$ cat src/rtl/uart_pkg.sv
package uart_pkg;
  localparam logic [2:0] ADDR_DATA  = 3'd0;
  localparam logic [2:0] ADDR_IEN   = 3'd1;
  localparam logic [2:0] ADDR_QCTL  = 3'd2;
  localparam logic [2:0] ADDR_FMT   = 3'd3;
  localparam logic [2:0] ADDR_DIVLO = 3'd4;
  localparam logic [2:0] ADDR_DIVHI = 3'd5;
  localparam logic [2:0] ADDR_STAT  = 3'd6;

  localparam logic [2:0] ID_NONE = 3'b001;
  localparam logic [2:0] ID_LINE = 3'b110;
  localparam logic [2:0] ID_RX   = 3'b100;
  localparam logic [2:0] ID_TX   = 3'b010;

  // strobes and settings from control to datapath
  typedef struct packed {
    logic        txPush;
    logic [7:0]  txData;
    logic        rxPop;
    logic        clrRx;
    logic        clrTx;
    logic        fifoEn;
    logic        parEn;
    logic        parOdd;
    logic [15:0] divisor;
  } ctrlStrobe_t;

  typedef struct packed {
    logic       brk;
    logic       fe;
    logic       pe;
    logic [7:0] data;
  } rxEntry_t;

  typedef struct packed {
    logic     rxAvail;
    rxEntry_t rxHead;
    logic     txEmpty;
    logic     txIdle;
    logic     overrun;
  } dpStatus_t;
endpackage

$ cat src/rtl/uart_fifo.sv
module uart_fifo #(
  parameter int WIDTH = 11,
  parameter int DEPTH = 16
) (
  input  logic             clk,
  input  logic             rstN,
  input  logic             clr,
  input  logic             singleMode,
  input  logic             push,
  input  logic [WIDTH-1:0] din,
  input  logic             pop,
  output logic [WIDTH-1:0] dout,
  output logic             empty,
  output logic             full,
  output logic [$clog2(DEPTH):0] count
);
  localparam int AW = $clog2(DEPTH);
  localparam int CW = AW + 1;

  logic [WIDTH-1:0] mem [DEPTH];
  logic [AW-1:0] wrPtr, rdPtr;
  logic doPush, doPop;

  assign empty  = (count == '0);
  assign full   = singleMode ? !empty : (count == CW'(DEPTH));
  assign doPush = push && !full && !clr;
  assign doPop  = pop && !empty && !clr;
  assign dout   = mem[rdPtr];

  always_ff @(posedge clk) begin
    if (doPush) mem[wrPtr] <= din;
  end

  always_ff @(posedge clk or negedge rstN) begin
    if (!rstN) begin
      wrPtr <= '0;
      rdPtr <= '0;
      count <= '0;
    end else if (clr) begin
      wrPtr <= '0;
      rdPtr <= '0;
      count <= '0;
    end else begin
      if (doPush) wrPtr <= wrPtr + 1'b1;
      if (doPop)  rdPtr <= rdPtr + 1'b1;
      count <= count + CW'(doPush) - CW'(doPop);
    end
  end
endmodule

$ cat src/rtl/uart_dp.sv
module uart_dp
  import uart_pkg::*;
#(
  parameter int DEPTH = 16
) (
  input  logic        clk,
  input  logic        rstN,
  input  ctrlStrobe_t cs,
  input  logic        rxd,
  output logic        txd,
  output dpStatus_t   st,
  output logic        baudTick,
  output logic [$clog2(DEPTH):0] rxCount,
  output logic [$clog2(DEPTH):0] txCount
);
  typedef enum logic [1:0] {RX_IDLE, RX_START, RX_BITS} rxState_t;

  // baud tick
  logic [15:0] divCnt, divEff;
  assign divEff   = (cs.divisor == 16'd0) ? 16'd1 : cs.divisor;
  assign baudTick = (divCnt >= divEff - 16'd1);
  always_ff @(posedge clk or negedge rstN) begin
    if (!rstN) divCnt <= '0;
    else       divCnt <= baudTick ? 16'd0 : divCnt + 16'd1;
  end

  // transmit queue and shifter
  logic [7:0]  txHead;
  logic        txEmpty, txFull, txPop, txBusy;
  logic [10:0] txSh, txFrame;
  logic [3:0]  txSub, txLeft;

  uart_fifo #(.WIDTH(8), .DEPTH(DEPTH)) u_txq (
    .clk(clk), .rstN(rstN), .clr(cs.clrTx), .singleMode(!cs.fifoEn),
    .push(cs.txPush), .din(cs.txData), .pop(txPop), .dout(txHead),
    .empty(txEmpty), .full(txFull), .count(txCount));

  assign txPop   = !txBusy && baudTick && !txEmpty;
  assign txFrame = cs.parEn ? {1'b1, (^txHead) ^ cs.parOdd, txHead, 1'b0}
                            : {2'b11, txHead, 1'b0};

  always_ff @(posedge clk or negedge rstN) begin
    if (!rstN) begin
      txBusy <= 1'b0;
      txSh   <= '1;
      txSub  <= '0;
      txLeft <= '0;
    end else if (txPop) begin
      txBusy <= 1'b1;
      txSh   <= txFrame;
      txSub  <= '0;
      txLeft <= cs.parEn ? 4'd11 : 4'd10;
    end else if (txBusy && baudTick) begin
      txSub <= txSub + 4'd1;
      if (txSub == 4'd15) begin
        txSh   <= {1'b1, txSh[10:1]};
        txLeft <= txLeft - 4'd1;
        if (txLeft == 4'd1) txBusy <= 1'b0;
      end
    end
  end
  assign txd = txBusy ? txSh[0] : 1'b1;

  // receiver
  rxState_t rxState;
  logic     rxMeta, rxSync, rxPrev;
  logic [3:0] rxSub, rxIdx, lastIdx;
  logic [8:0] rxSh;
  logic       rxPush, rxEmpty, rxFull, parBit;
  rxEntry_t   rxNew, rxOut;

  assign lastIdx = cs.parEn ? 4'd9 : 4'd8;
  assign parBit  = cs.parEn ? rxSh[8] : 1'b0;
  assign rxPush  = (rxState == RX_BITS) && baudTick && (rxSub == 4'd15) && (rxIdx == lastIdx);
  always_comb begin
    rxNew.data = rxSh[7:0];
    rxNew.pe   = cs.parEn && (((^rxSh[7:0]) ^ parBit) != cs.parOdd);
    rxNew.fe   = !rxSync;
    rxNew.brk  = !rxSync && (rxSh[7:0] == 8'd0) && !parBit;
  end

  uart_fifo #(.WIDTH(11), .DEPTH(DEPTH)) u_rxq (
    .clk(clk), .rstN(rstN), .clr(cs.clrRx), .singleMode(!cs.fifoEn),
    .push(rxPush), .din(rxNew), .pop(cs.rxPop), .dout(rxOut),
    .empty(rxEmpty), .full(rxFull), .count(rxCount));

  always_ff @(posedge clk or negedge rstN) begin
    if (!rstN) begin
      rxMeta  <= 1'b1;
      rxSync  <= 1'b1;
      rxPrev  <= 1'b1;
      rxState <= RX_IDLE;
      rxSub   <= '0;
      rxIdx   <= '0;
      rxSh    <= '0;
    end else begin
      rxMeta <= rxd;
      rxSync <= rxMeta;
      rxPrev <= rxSync;
      case (rxState)
        RX_IDLE: if (rxPrev && !rxSync) begin
          rxState <= RX_START;
          rxSub   <= '0;
        end
        RX_START: if (baudTick) begin
          if (rxSub == 4'd7) begin
            rxState <= rxSync ? RX_IDLE : RX_BITS;
            rxSub   <= '0;
            rxIdx   <= '0;
          end else rxSub <= rxSub + 4'd1;
        end
        default: if (baudTick) begin
          rxSub <= rxSub + 4'd1;
          if (rxSub == 4'd15) begin
            if (rxIdx == lastIdx) rxState <= RX_IDLE;
            else begin
              rxSh[rxIdx] <= rxSync;
              rxIdx       <= rxIdx + 4'd1;
            end
          end
        end
      endcase
    end
  end

  always_comb begin
    st.rxAvail = !rxEmpty;
    st.rxHead  = rxEmpty ? '0 : rxOut;
    st.txEmpty = txEmpty;
    st.txIdle  = txEmpty && !txBusy;
    st.overrun = rxPush && rxFull && !cs.clrRx;
  end
endmodule

$ cat src/rtl/uart_ctrl.sv
module uart_ctrl
  import uart_pkg::*;
(
  input  logic        clk,
  input  logic        rstN,
  input  logic        wrEn,
  input  logic        rdEn,
  input  logic [2:0]  addr,
  input  logic [7:0]  wdata,
  input  dpStatus_t   st,
  output logic [7:0]  rdata,
  output logic        irq,
  output ctrlStrobe_t cs
);
  logic [2:0]  ien, irqId;
  logic        fifoEn, parEn, parOdd, ovrFlag, lineErr, qctlWr;
  logic [15:0] divisor;
  logic [2:0]  pending;

  assign qctlWr = wrEn && (addr == ADDR_QCTL);

  always_comb begin
    cs.txPush  = wrEn && (addr == ADDR_DATA);
    cs.txData  = wdata;
    cs.rxPop   = rdEn && (addr == ADDR_DATA);
    cs.clrRx   = qctlWr && (wdata[1] || (wdata[0] != fifoEn));
    cs.clrTx   = qctlWr && (wdata[2] || (wdata[0] != fifoEn));
    cs.fifoEn  = fifoEn;
    cs.parEn   = parEn;
    cs.parOdd  = parOdd;
    cs.divisor = divisor;
  end

  always_ff @(posedge clk or negedge rstN) begin
    if (!rstN) begin
      ien     <= '0;
      fifoEn  <= 1'b0;
      parEn   <= 1'b0;
      parOdd  <= 1'b0;
      divisor <= 16'd1;
      ovrFlag <= 1'b0;
    end else begin
      if (wrEn) begin
        case (addr)
          ADDR_IEN:   ien           <= wdata[2:0];
          ADDR_QCTL:  fifoEn        <= wdata[0];
          ADDR_FMT:   {parOdd, parEn} <= wdata[1:0];
          ADDR_DIVLO: divisor[7:0]  <= wdata;
          ADDR_DIVHI: divisor[15:8] <= wdata;
          default: ;
        endcase
      end
      if (st.overrun) ovrFlag <= 1'b1;
      else if (rdEn && addr == ADDR_STAT) ovrFlag <= 1'b0;
    end
  end

  assign lineErr = ovrFlag || (st.rxAvail && (st.rxHead.pe || st.rxHead.fe || st.rxHead.brk));
  assign pending = ien & {lineErr, st.txEmpty, st.rxAvail};
  assign irq     = |pending;

  always_comb begin
    if (pending[2])      irqId = ID_LINE;
    else if (pending[0]) irqId = ID_RX;
    else if (pending[1]) irqId = ID_TX;
    else                 irqId = ID_NONE;
  end

  always_comb begin
    case (addr)
      ADDR_DATA:  rdata = st.rxHead.data;
      ADDR_IEN:   rdata = {5'd0, ien};
      ADDR_QCTL:  rdata = {5'd0, irqId};
      ADDR_FMT:   rdata = {6'd0, parOdd, parEn};
      ADDR_DIVLO: rdata = divisor[7:0];
      ADDR_DIVHI: rdata = divisor[15:8];
      ADDR_STAT:  rdata = {1'b0, st.txIdle, st.txEmpty, st.rxHead.brk, st.rxHead.fe,
                           st.rxHead.pe, ovrFlag, st.rxAvail};
      default:    rdata = 8'd0;
    endcase
  end
endmodule

$ cat src/rtl/uart_fifo_core.sv
module uart_fifo_core
  import uart_pkg::*;
#(
  parameter int FIFO_DEPTH = 16
) (
  input  logic       clk,
  input  logic       rstN,
  input  logic       wrEn,
  input  logic       rdEn,
  input  logic [2:0] addr,
  input  logic [7:0] wdata,
  output logic [7:0] rdata,
  output logic       irq,
  output logic       txd,
  input  logic       rxd
);
  localparam int CW = $clog2(FIFO_DEPTH) + 1;

  ctrlStrobe_t   cs;
  dpStatus_t     st;
  logic          baudTick;
  logic [CW-1:0] rxCount, txCount;

  uart_ctrl u_ctrl (
    .clk(clk), .rstN(rstN), .wrEn(wrEn), .rdEn(rdEn), .addr(addr),
    .wdata(wdata), .st(st), .rdata(rdata), .irq(irq), .cs(cs));

  uart_dp #(.DEPTH(FIFO_DEPTH)) u_dp (
    .clk(clk), .rstN(rstN), .cs(cs), .rxd(rxd), .txd(txd), .st(st),
    .baudTick(baudTick), .rxCount(rxCount), .txCount(txCount));
endmodule

$ cat config.mk
export PLATFORM = sky130hd
export DESIGN_NAME = uart_fifo_core
export DESIGN_NICKNAME = d
export VERILOG_FILES = /design/src/rtl/uart_pkg.sv /design/src/rtl/uart_fifo.sv /design/src/rtl/uart_dp.sv /design/src/rtl/uart_ctrl.sv /design/src/rtl/uart_fifo_core.sv
export SDC_FILE = /design/constraint.sdc
export NUM_CORES = 1
export LEC_CHECK = 0
export BUFFER_PORTS_ARGS = -buffer_cell sky130_fd_sc_hd__buf_2
export CAP_MARGIN = 20
export CORE_MARGIN = 2
export CORE_UTILIZATION = 63
export CTS_CLUSTER_SIZE = 28
export DETAILED_ROUTE_END_ITERATION = 10
export GPL_TIMING_DRIVEN = 0
export PLACE_DENSITY = 0.8
export SETUP_SLACK_MARGIN = 0.15
export SLEW_MARGIN = 10
export SYNTH_ARGS = -nofsm -noshare
export SYNTH_HDL_FRONTEND = slang
export SYNTH_SLANG_ARGS = --single-unit
$ cat constraint.sdc
create_clock -name clk -period 6.1 [get_ports clk]
set_input_delay 0.61 -clock clk [delete_from_list [all_inputs] [get_ports clk]]
set_output_delay 0.61 -clock clk [all_outputs]
set_load 0.005 [all_outputs]
==> reports/qor.csv <==
stage,metric,value,unit
placed_design,dpl.hpwl,27600,um
worst_setup_path,required,6.56,ns
worst_setup_path,cpPeakStageDelay,0.46,ns
power_and_ir_drop,peakVddDrop,0.277,mV
grt,antenna_found_initial,1,
logic_synthesis,synth_top_cell_area_share,49.9,%
detailed_routing,ant_nets,0,
clock_network,cts_sinks,410,
grt,grt.total_usage,28.3,%
clock_network,htree_levels,2,
detailed_routing,wl_per_cell,24.5,um
logic_synthesis,syn_avg_cell_area,14.9,sq um
grt,grt_pass1_wl,65400,um
grt,grt_pass1_vias,11300,
finish,drive_gt1_share,19.9,%
worst_setup_path,cp-end-kind,flop,
worst_setup_path,startpoint_type,flop,
floorplanning,die-height,174,um
logic_synthesis,yosys.area.top_type,edfxtp_1,
logic_synthesis,synth_top_flop_cell,edfxtp_1,
hold_path,hold_path.class,in -> reg,
detailed_routing,drcViolationCount,0,
finish,fin_nets,1382,
logic_synthesis,synth-edff-count,304,
floorplanning,dieArea,30400,sq um
grt,grt_max_degree,83,
logic_synthesis,ys_seq_area_share,64.5,%
logic_synthesis,synthTopCellsByArea,"edfxtp_1, dfrtp_1, mux4_2",
worst_setup_path,path_common_cell,ha_1,
clock_network,cts_max_path_buffers,3,
grt,overflow,0,
detailed_routing,vias,11200,
logic_synthesis,synth.distinct_cells,61,
timing,fmax,0.173,GHz
power_and_ir_drop,powerDensity,382,nW/um^2
detailed_routing,first_pass_iters,5,
power_and_ir_drop,power.leakage,7.54,nW
floorplanning,rows,62,
timing,finalHoldViolations,0,
placed_design,portBuffers,24,
detailed_routing,viasPerCell,6.50,
clock_network,cts_tree,done,
finish,design_area,20600,sq um
logic_synthesis,async_flop_share,25.9,%
timing,finalSetupViolCount,0,
floorplanning,io_pins,26,
worst_setup_path,cp_slowest_cell,or4_4,
timing,finalCritPeriodShare,94.6,%
timing,skew,0.0435,ns
detailed_routing,drt_iter0_drc,1304,
clock_network,clk_pin_slew,0.06,ns
logic_synthesis,synth_cells,1225,
logic_synthesis,ys_ff_latch,410,
logic_synthesis,yosysMostFrequentCell,edfxtp_1,
finish,fin_util,72.1,%
worst_setup_path,path_class,reg -> reg,
floorplanning,core-area,28600,sq um
placed_design,placed_cell_area,19100,sq um
floorplanning,start_util,63.9,%
floorplanning,die_w,174,um
timing,rsz0062_at_grt,true,
finish,areaGrowthSynthToFinish,12.8,%
timing,maxSlewViolCount,0,
flow_run,drv_cap,0,
timing,maxSlewHeadroom,27.8,%
worst_setup_path,arrival,6.23,ns
timing,tightest_slew,1.07,ns
clock_network,clkLatencyLatePin,0.56,ns
logic_synthesis,synth.top_cells.by_count,"edfxtp_1, dfrtp_1, nor2_1",
logic_synthesis,syn_nets,1295,
detailed_routing,wl,42300,um
logic_synthesis,yosys_warnings,0,
clock_network,numCtsBuffers,43,
worst_setup_path,cp_max_fo,10,
logic_synthesis,syn-cell-area,18300,sq um
timing,post-route-min-period,5.77,ns
outcome,status,finished clean,
placed_design,place.gp.congestion,0.839,
clock_network,cts-root-buf,clkbuf_16,
path summary, 6_finish.rpt:
kind                                                     from                        endpoint  slack [ns]  cells after the start
worst max-delay path            u_ctrl.divisor[5]$_DFFE_PN0P_   u_dp.u_rxq.count[4]$_DFF_PN0_        0.33                     26
worst min-delay path                                      rxd           u_dp.rxMeta$_DFF_PN1_        0.17                      1
min in group asynchronous                                rstN  u_ctrl.divisor[14]$_DFFE_PN0P_        0.50                      2
max in group asynchronous                                rstN        u_dp.txSh[6]$_DFFE_PN1P_        4.86                      3
worst min register to register          u_dp.rxMeta$_DFF_PN1_           u_dp.rxSync$_DFF_PN1_        0.35                      0
worst max register to register  u_ctrl.divisor[5]$_DFFE_PN0P_   u_dp.u_rxq.count[4]$_DFF_PN0_        0.33                     26
sequential cells by signal, summed over array words and instances (netlist names), 2 cells and up:
name and cells:
u_dp.u_txq.mem 128, u_dp.rxState 2, u_ctrl.ien 3, u_dp.rxSh 9
u_dp.u_rxq.mem 176, u_dp.txLeft 4, u_dp.rxSub 4, u_dp.u_txq.count 5
u_dp.txSub 4, u_dp.txSh 10, u_dp.u_txq.rdPtr 4, u_ctrl.divisor 16
u_dp.divCnt 16, u_dp.u_rxq.rdPtr 4, u_dp.u_rxq.count 5, u_dp.rxIdx 4
u_dp.u_txq.wrPtr 4, u_dp.u_rxq.wrPtr 4
area by class of cell:
class / instances / area (sq um)
Sequential cell: 410 / 11800
Inverter: 44 / 165
Antenna cell: 1 / 2.50
Clock buffer: 54 / 1160
Timing Repair Buffer: 42 / 325
Buffer: 52 / 298
Tap cell: 384 / 480
Clock inverter: 25 / 243
Multi-Input combinational cell: 719 / 6160
Fill cell: 1726 / 7990
cells in the final DEF (no fill, tap or decap), types with 6 or more instances in the layout:
| cell type | instances |
|---|---|
| clkbuf_1 | 29 |
| nor3_1 | 10 |
| clkbuf_16 | 43 |
| or3_1 | 10 |
| nand3_1 | 24 |
| mux2_2 | 32 |
| a21oi_1 | 22 |
| dfstp_2 | 14 |
| inv_1 | 43 |
| xnor2_1 | 31 |
| dfrtp_1 | 91 |
| and2_1 | 26 |
| a31oi_1 | 9 |
| a22oi_1 | 12 |
| clkinv_1 | 8 |
| buf_4 | 10 |
| nand4_1 | 22 |
| mux4_2 | 62 |
| buf_6 | 19 |
| o21ai_0 | 41 |
| nor2_1 | 83 |
| clkinv_2 | 11 |
| nand2b_1 | 11 |
| nor2b_1 | 11 |
| a221oi_1 | 18 |
| edfxtp_1 | 304 |
| nor4_1 | 8 |
| a21o_1 | 6 |
| ha_1 | 52 |
| o31ai_1 | 7 |
| nand2_1 | 61 |
| buf_2 | 33 |
| xor2_1 | 21 |
| and3_1 | 8 |
| mux2i_1 | 55 |
power breakdown:
group	switching [mW]	internal [mW]	total, mW
registers	0.213	3.20	3.41
clock network	1.08	1.52	2.59
logic	1.03	0.852	1.89
routing by layer:
layer / track usage, % / vias to the layer above / wire [um]
met3: 4.59 / 101 / 3670
met4: 9.03 / 0 / 1190
met2: 46.1 / 599 / 20800
met5: 0 / - / 0
li1: - / 4873 / -
met1: 39.7 / 5673 / 16700
cell families after synthesis:
kind of cell | after synthesis | share of synthesized area, %
DFF | 410 | 64.5
and+or+nand+nor | 304 | 8.22
AOI/OAI and AO/OA | 158 | 5.75
muxes | 149 | 12.6
buffers and inverters | 96 | 2.45
xor gates and xnor gates | 54 | 2.70
adders and majority gates | 54 | 3.77
critical path, delay by kind of cell, from the launching register on:
kind / cells / cell delay, ns
compound gates: 6 / 1.16
xor+xnor: 1 / 0.14
fa+ha+maj: 5 / 1.29
buf+inv: 4 / 0.48
flops: 1 / 0.45
simple gates: 10 / 2.14
through the flow:
stage	instances	hold WS, ns	setup slack (ns)	total power, mW	TNS, ns
floorplan	1225	0.314	0.864	4.77	0
global placement	1633	0.348	-0.711	5.19	-19.01
detailed placement	1646	0.348	-0.371	5.26	-0.953
CTS	1727	0.157	0.133	7.88	0
global route	1731	0.160	0.0569	8.19	0
finish	1731	0.167	0.332	7.89	0
repair_timing:
item / in CTS / in global routing
hold buffers: 1 / 0
gates resized for setup: 10 / 16
setup endpoints to repair: 40 / 47
pin swaps: 1 / 2
buffers inserted: 1 / 3
hold endpoints to repair: 24 / 0
Note: power is estimated with default switching activity, not from simulation.
